--- config.mk ---
export PLATFORM = sky130hd
export DESIGN_NAME = lsu_align_unit
export DESIGN_NICKNAME = d
export VERILOG_FILES = /design/src/rtl/lsu_align_pkg.sv /design/src/rtl/lsu_align_decode.sv /design/src/rtl/lsu_align_merge.sv /design/src/rtl/lsu_align_unit.sv
export SDC_FILE = /design/constraint.sdc
export NUM_CORES = 1
export LEC_CHECK = 0
export ABC_CLOCK_PERIOD_IN_PS = 4300
export CAP_MARGIN = 10
export CORE_ASPECT_RATIO = 0.8
export CORE_MARGIN = 5
export CORE_UTILIZATION = 50
export CTS_BUF_LIST = sky130_fd_sc_hd__clkbuf_4 sky130_fd_sc_hd__clkbuf_8
export DETAILED_ROUTE_END_ITERATION = 16
export PLACE_DENSITY = 0.95
export SETUP_SLACK_MARGIN = 0.3
export SYNTH_ARGS = -nofsm -noshare
export SYNTH_HDL_FRONTEND = slang
export SYNTH_HIERARCHICAL = 1
export SYNTH_SLANG_ARGS = --single-unit
--- constraint.sdc ---
create_clock -name clk -period 4.3 [get_ports clk]
set_clock_uncertainty 0.2 [all_clocks]
set_input_delay 1.075 -clock clk [delete_from_list [all_inputs] [get_ports clk]]
set_output_delay 1.075 -clock clk [all_outputs]
set_load 0.005 [all_outputs]
--- src/rtl/lsu_align_pkg.sv ---
package lsu_align_pkg;

   typedef enum logic [2:0] {
      SZ_BYTE  = 3'd0,
      SZ_HALF  = 3'd1,
      SZ_WORD  = 3'd2,
      SZ_DUAL  = 3'd3,
      SZ_MULTI = 3'd4
   } acc_size_e;

   typedef enum logic [2:0] {
      CL_WORD    = 3'd0,
      CL_HALF    = 3'd1,
      CL_SHALF   = 3'd2,
      CL_WORD_U  = 3'd3,
      CL_HALF_U  = 3'd4,
      CL_SHALF_U = 3'd5,
      CL_OTHER_A = 3'd6,
      CL_OTHER_B = 3'd7
   } acc_class_e;

   typedef enum logic [2:0] {
      SQ_IDLE  = 3'd0,
      SQ_FAULT = 3'd1,
      SQ_BEAT0 = 3'd2,
      SQ_BEAT1 = 3'd3,
      SQ_DONE  = 3'd4
   } seq_state_e;

   // classes allowed to complete an access that is not naturally aligned
   function automatic logic class_may_split(input logic [2:0] c);
      return (c <= CL_SHALF_U);
   endfunction

   function automatic logic class_signed(input logic [2:0] c);
      return (c == CL_SHALF) || (c == CL_SHALF_U);
   endfunction

endpackage

--- src/rtl/lsu_align_decode.sv ---
module lsu_align_decode
   import lsu_align_pkg::*;
#(
   parameter int LANES = 4,
   localparam int OW = $clog2(LANES)
) (
   input  logic [OW-1:0]    offset,
   input  logic [2:0]       size,
   input  logic [2:0]       cls,
   input  logic             trap,
   output logic             aligned,
   output logic             fault,
   output logic             two_beat,
   output logic [LANES-1:0] be_lo,
   output logic [LANES-1:0] be_hi
);

   logic [2*LANES-1:0] ones;
   logic [2*LANES-1:0] span;

   always_comb begin
      ones = '0;
      case (size)
         SZ_BYTE: begin
            ones[0] = 1'b1;
            aligned = 1'b1;
         end
         SZ_HALF: begin
            ones[1:0] = 2'b11;
            aligned   = ~offset[0];
         end
         default: begin
            ones[LANES-1:0] = '1;
            aligned         = (offset == '0);
         end
      endcase
   end

   assign span     = ones << offset;
   assign be_lo    = span[LANES-1:0];
   assign be_hi    = span[2*LANES-1:LANES];
   assign two_beat = |be_hi;
   assign fault    = ~aligned & (trap | ~class_may_split(cls));

endmodule

--- src/rtl/lsu_align_merge.sv ---
module lsu_align_merge
   import lsu_align_pkg::*;
#(
   parameter int DW = 32,
   localparam int LANES = DW / 8,
   localparam int OW = $clog2(LANES)
) (
   input  logic [DW-1:0] rd_lo,
   input  logic [DW-1:0] rd_hi,
   input  logic [OW-1:0] offset,
   input  logic [2:0]    size,
   input  logic          sign_ext,
   output logic [DW-1:0] data
);

   logic [2*DW-1:0] cat;
   logic [DW-1:0]   rot;

   assign cat = {rd_hi, rd_lo};

   // lane i of the result takes byte (i + offset) of the two-beat window
   for (genvar i = 0; i < LANES; i++) begin : g_lane
      assign rot[i*8 +: 8] = cat[(i*8 + 32'(offset) * 8) +: 8];
   end

   always_comb begin
      case (size)
         SZ_BYTE: data = DW'(rot[7:0]);
         SZ_HALF: data = sign_ext ? {{(DW-16){rot[15]}}, rot[15:0]} : DW'(rot[15:0]);
         default: data = rot;
      endcase
   end

endmodule

--- src/rtl/lsu_align_unit.sv ---
module lsu_align_unit
   import lsu_align_pkg::*;
#(
   parameter int AW = 32,
   parameter int DW = 32
) (
   input  logic            clk,
   input  logic            rst,
   input  logic            req_valid,
   input  logic [AW-1:0]   req_addr,
   input  logic [2:0]      req_size,
   input  logic [2:0]      req_class,
   input  logic            req_store,
   input  logic [DW-1:0]   req_wdata,
   input  logic            trap_unaligned,
   output logic            busy,
   output logic            bus_valid,
   output logic [AW-1:0]   bus_addr,
   output logic [DW/8-1:0] bus_be,
   output logic            bus_we,
   output logic [DW-1:0]   bus_wdata,
   input  logic [DW-1:0]   bus_rdata,
   output logic            done,
   output logic [DW-1:0]   rd_data,
   output logic            fault,
   output logic [AW-1:0]   fault_addr
);

   localparam int LANES = DW / 8;
   localparam int OW    = $clog2(LANES);

   if (DW < 32 || (DW & (DW - 1)) != 0) begin : g_bad_dw
      $error("lsu_align_unit: DW must be a power of two of at least 32");
   end
   if (AW <= OW) begin : g_bad_aw
      $error("lsu_align_unit: AW too narrow for the lane offset");
   end

   seq_state_e       state;
   logic [AW-1:0]    r_addr;
   logic [2:0]       r_size;
   logic [2:0]       r_cls;
   logic             r_store;
   logic [DW-1:0]    r_wdata;
   logic             r_two;
   logic [LANES-1:0] r_be_lo, r_be_hi;
   logic [DW-1:0]    r_rd_lo, r_rd_hi;

   logic             dec_aligned, dec_fault, dec_two;
   logic [LANES-1:0] dec_be_lo, dec_be_hi;

   lsu_align_decode #(.LANES(LANES)) u_decode (
      .offset   (req_addr[OW-1:0]),
      .size     (req_size),
      .cls      (req_class),
      .trap     (trap_unaligned),
      .aligned  (dec_aligned),
      .fault    (dec_fault),
      .two_beat (dec_two),
      .be_lo    (dec_be_lo),
      .be_hi    (dec_be_hi)
   );

   always_ff @(posedge clk) begin
      if (rst) begin
         state   <= SQ_IDLE;
         r_addr  <= '0;
         r_size  <= '0;
         r_cls   <= '0;
         r_store <= 1'b0;
         r_wdata <= '0;
         r_two   <= 1'b0;
         r_be_lo <= '0;
         r_be_hi <= '0;
         r_rd_lo <= '0;
         r_rd_hi <= '0;
      end else begin
         case (state)
            SQ_IDLE: begin
               if (req_valid) begin
                  r_addr  <= req_addr;
                  r_size  <= req_size;
                  r_cls   <= req_class;
                  r_store <= req_store;
                  r_wdata <= req_wdata;
                  r_two   <= dec_two;
                  r_be_lo <= dec_be_lo;
                  r_be_hi <= dec_be_hi;
                  r_rd_hi <= '0;
                  state   <= dec_fault ? SQ_FAULT : SQ_BEAT0;
               end
            end
            SQ_BEAT0: begin
               r_rd_lo <= bus_rdata;
               state   <= r_two ? SQ_BEAT1 : SQ_DONE;
            end
            SQ_BEAT1: begin
               r_rd_hi <= bus_rdata;
               state   <= SQ_DONE;
            end
            default: state <= SQ_IDLE;
         endcase
      end
   end

   logic [AW-1:0]   base_addr;
   logic [2*DW-1:0] wshift;
   logic            second;

   assign second    = (state == SQ_BEAT1);
   assign base_addr = {r_addr[AW-1:OW], {OW{1'b0}}};
   assign wshift    = {{DW{1'b0}}, r_wdata} << (32'(r_addr[OW-1:0]) * 8);

   assign busy       = (state != SQ_IDLE);
   assign bus_valid  = (state == SQ_BEAT0) || second;
   assign bus_addr   = second ? base_addr + AW'(LANES) : base_addr;
   assign bus_be     = second ? r_be_hi : r_be_lo;
   assign bus_we     = r_store;
   assign bus_wdata  = second ? wshift[2*DW-1:DW] : wshift[DW-1:0];
   assign done       = (state == SQ_DONE);
   assign fault      = (state == SQ_FAULT);
   assign fault_addr = r_addr;

   lsu_align_merge #(.DW(DW)) u_merge (
      .rd_lo    (r_rd_lo),
      .rd_hi    (r_rd_hi),
      .offset   (r_addr[OW-1:0]),
      .size     (r_size),
      .sign_ext (class_signed(r_cls)),
      .data     (rd_data)
   );

   logic unused_aligned;
   assign unused_aligned = dec_aligned;

endmodule

==> qor.yml <==
syn_inst: 935
grt_pass1_vias: 7314
io_pins: 244
gp_congestion: 0.910
critical-path-top-delay-family: "simple AND/OR/NAND/NOR gates"
crit_buf_inv: 1
worst_pin_slew_ps: 823
yosys_warnings: 6
ir_drop_uv: 273
std_cell_rows: 40
worst_hold_path.endpoint: "r_rd_lo[6]"
core_um2: 14800
dp_slack_ps: 713
hpwl_mm: 17.3
die_area_um2: 17500
path_max_fanout: 11
clockBufferDepth: 2
power_density_nw_per_um2: 343
via_count: 7661
cts_tree: "built"
die_h_um: 119
cts.sinks: 139
worstSetupEndpointType: "primary output"
crit_required_ps: 3020
setup_tns_ps: 0
slowest_delay_ps: 560
grt_use_total: 0.269
fmax_ghz: 0.259
n_antenna_cell: 0
start_kind: "flop"
fin_crit_sh: 0.898
hp-class: "flop to flop"
r2r_slack_ps: 1840
io_buffers: 241
crit_chain: "and3b_2, and2_2, a22oi_1, o21ai_0, clkdlybuf4s50_1"
grt_pass1_wl_mm: 38.1
finalWorstSetupSlack_ps: 439
clkSlewWorstSetupHoldPaths_ps: 70
critPathArrivalTime_ps: 2590
r2r_end: "r_wdata[12]"
slew_headroom: 0.451
vias_per_cell: 5.77
nets: 1233
dr.pass1.iters: 6
post-route-min-period_ps: 3860
hold_viol: 0
drt_iter0_drc: 620
setup_viol: 0
htree_levels: 4
grt_max_degree: 110
fillers: 1110
r2r_start: "state[0]"
start_util: 0.504
cts_made_buffers: 17
synth_area_um2: 7470
power_leakage_nw: 3.75
rsz0062_at_grt: "yes"
postRouteAntennaNets: 0
status: "finished, final reports clean"
area_growth_pct: 38.7
maxCapViolCount: 0
min_from: "r_rd_lo[6]"
die_x_um: 147
layout-drive-gt1-share: 0.0923
crit_type: "flop to primary output"
antenna_found_initial: 3
holdPathStages: 2
clkLatencyLatePin_ps: 440
grt_overflow_total: 0
reg2regPathDepth: 5
drv_slew: 0
postSynthAreaPerCell_um2: 7.98
wire_per_inst_um: 18.2
drt-total-wl_mm: 24.1
slowest_stage: "clkdlybuf4s50_1"
drc: 0
root_buffer: "clkbuf_8"
state kept, by name, indices dropped and copies added, names as in the netlist:
register and flops:
r_rd_lo 32, fault_addr 32, r_two 1, r_wdata 32, r_be_lo 4, r_cls 3, r_rd_hi 24, r_size 3
bus_we 1, r_be_hi 4, state 3
placed cells by master, fill, tap and decap left out, types with 6 or more instances in the layout:
cell type / n
xor2_1: 19
mux4_2: 29
clkdlybuf4s50_1: 240
dfxtp_1: 137
nor3_1: 13
xnor2_1: 10
a21oi_1: 157
mux2i_1: 16
nand2b_1: 9
nand2_1: 287
clkbuf_8: 20
and2_1: 10
buf_4: 9
o21ai_0: 10
mux2_2: 9
and3_1: 9
a22oi_1: 8
inv_1: 8
nor2_1: 15
o22ai_1: 7
nand3_1: 43
bufinv_16: 6
a22o_1: 16
stage by stage:
stage | cells | instance area [um2] | power [mW] | util | hold slack (ps)
2_1_floorplan | 936 | 7470 | 1.88 | - | 233
3_3_place_gp | 1294 | 9820 | 2.25 | 0.663 | 241
3_5_place_dp | 1294 | 9820 | 2.27 | 0.663 | 247
4_1_cts | 1327 | 10300 | 3.57 | 0.697 | 258
5_1_grt | 1327 | 10400 | 3.70 | 0.699 | 278
6_report | 1327 | 10400 | 3.55 | 0.699 | 260
worst reg2reg max path: stages (launching register included):
cell	delay, ps
dfxtp_1	380
nor3_1	590
and2_2	250
buf_4	630
nand2_1	200
a21oi_1	150
per-layer routing:
metal / routed length, um / GRT usage
met2: 11200 / 0.433
met4: 725 / 0.0922
met5: 40 / 0
met3: 2580 / 0.0921
met1: 9580 / 0.338
power breakdown:
| part | internal (mW) | switching [mW] | total [mW] |
|---|---|---|---|
| logic | 0.422 | 0.361 | 0.783 |
| clock network | 0.801 | 0.496 | 1.30 |
| registers | 1.37 | 0.101 | 1.47 |
| total | 2.59 | 0.959 | 3.55 |
worst max-delay path by stage:
| stage | from | to | cells past startpoint |
|---|---|---|---|
| 2_1_floorplan | fault_addr[0] | rd_data[22] | 4 |
| 3_5_place_dp | state[0] | bus_wdata[5] | 5 |
| 5_1_grt | state[0] | bus_wdata[5] | 5 |
| 6_report | state[0] | bus_wdata[5] | 5 |
| 4_1_cts | state[2] | bus_wdata[5] | 5 |
| 3_3_place_gp | state[0] | bus_wdata[5] | 5 |
timing repair:
action | CTS | global route
hold buffers | 0 | 0
setup buffers | 1 | 0
gates resized for setup | 1 | 10
endpoints found under the setup margin | 18 | 36
pin swaps | 0 | 0
gates cloned | 0 | 0
cell type report:
class | instances | area [um2] | area share
Multi-Input combinational cell | 706 | 4260 | 0.411
Clock buffer | 21 | 283 | 0.0273
Tap cell | 189 | 236 | 0.0228
Sequential cell | 139 | 2790 | 0.269
Timing Repair Buffer | 253 | 2540 | 0.246
Clock inverter | 11 | 214 | 0.0207
Inverter | 8 | 30.0 | 0.00290
Power figures use the tool's default switching activity.
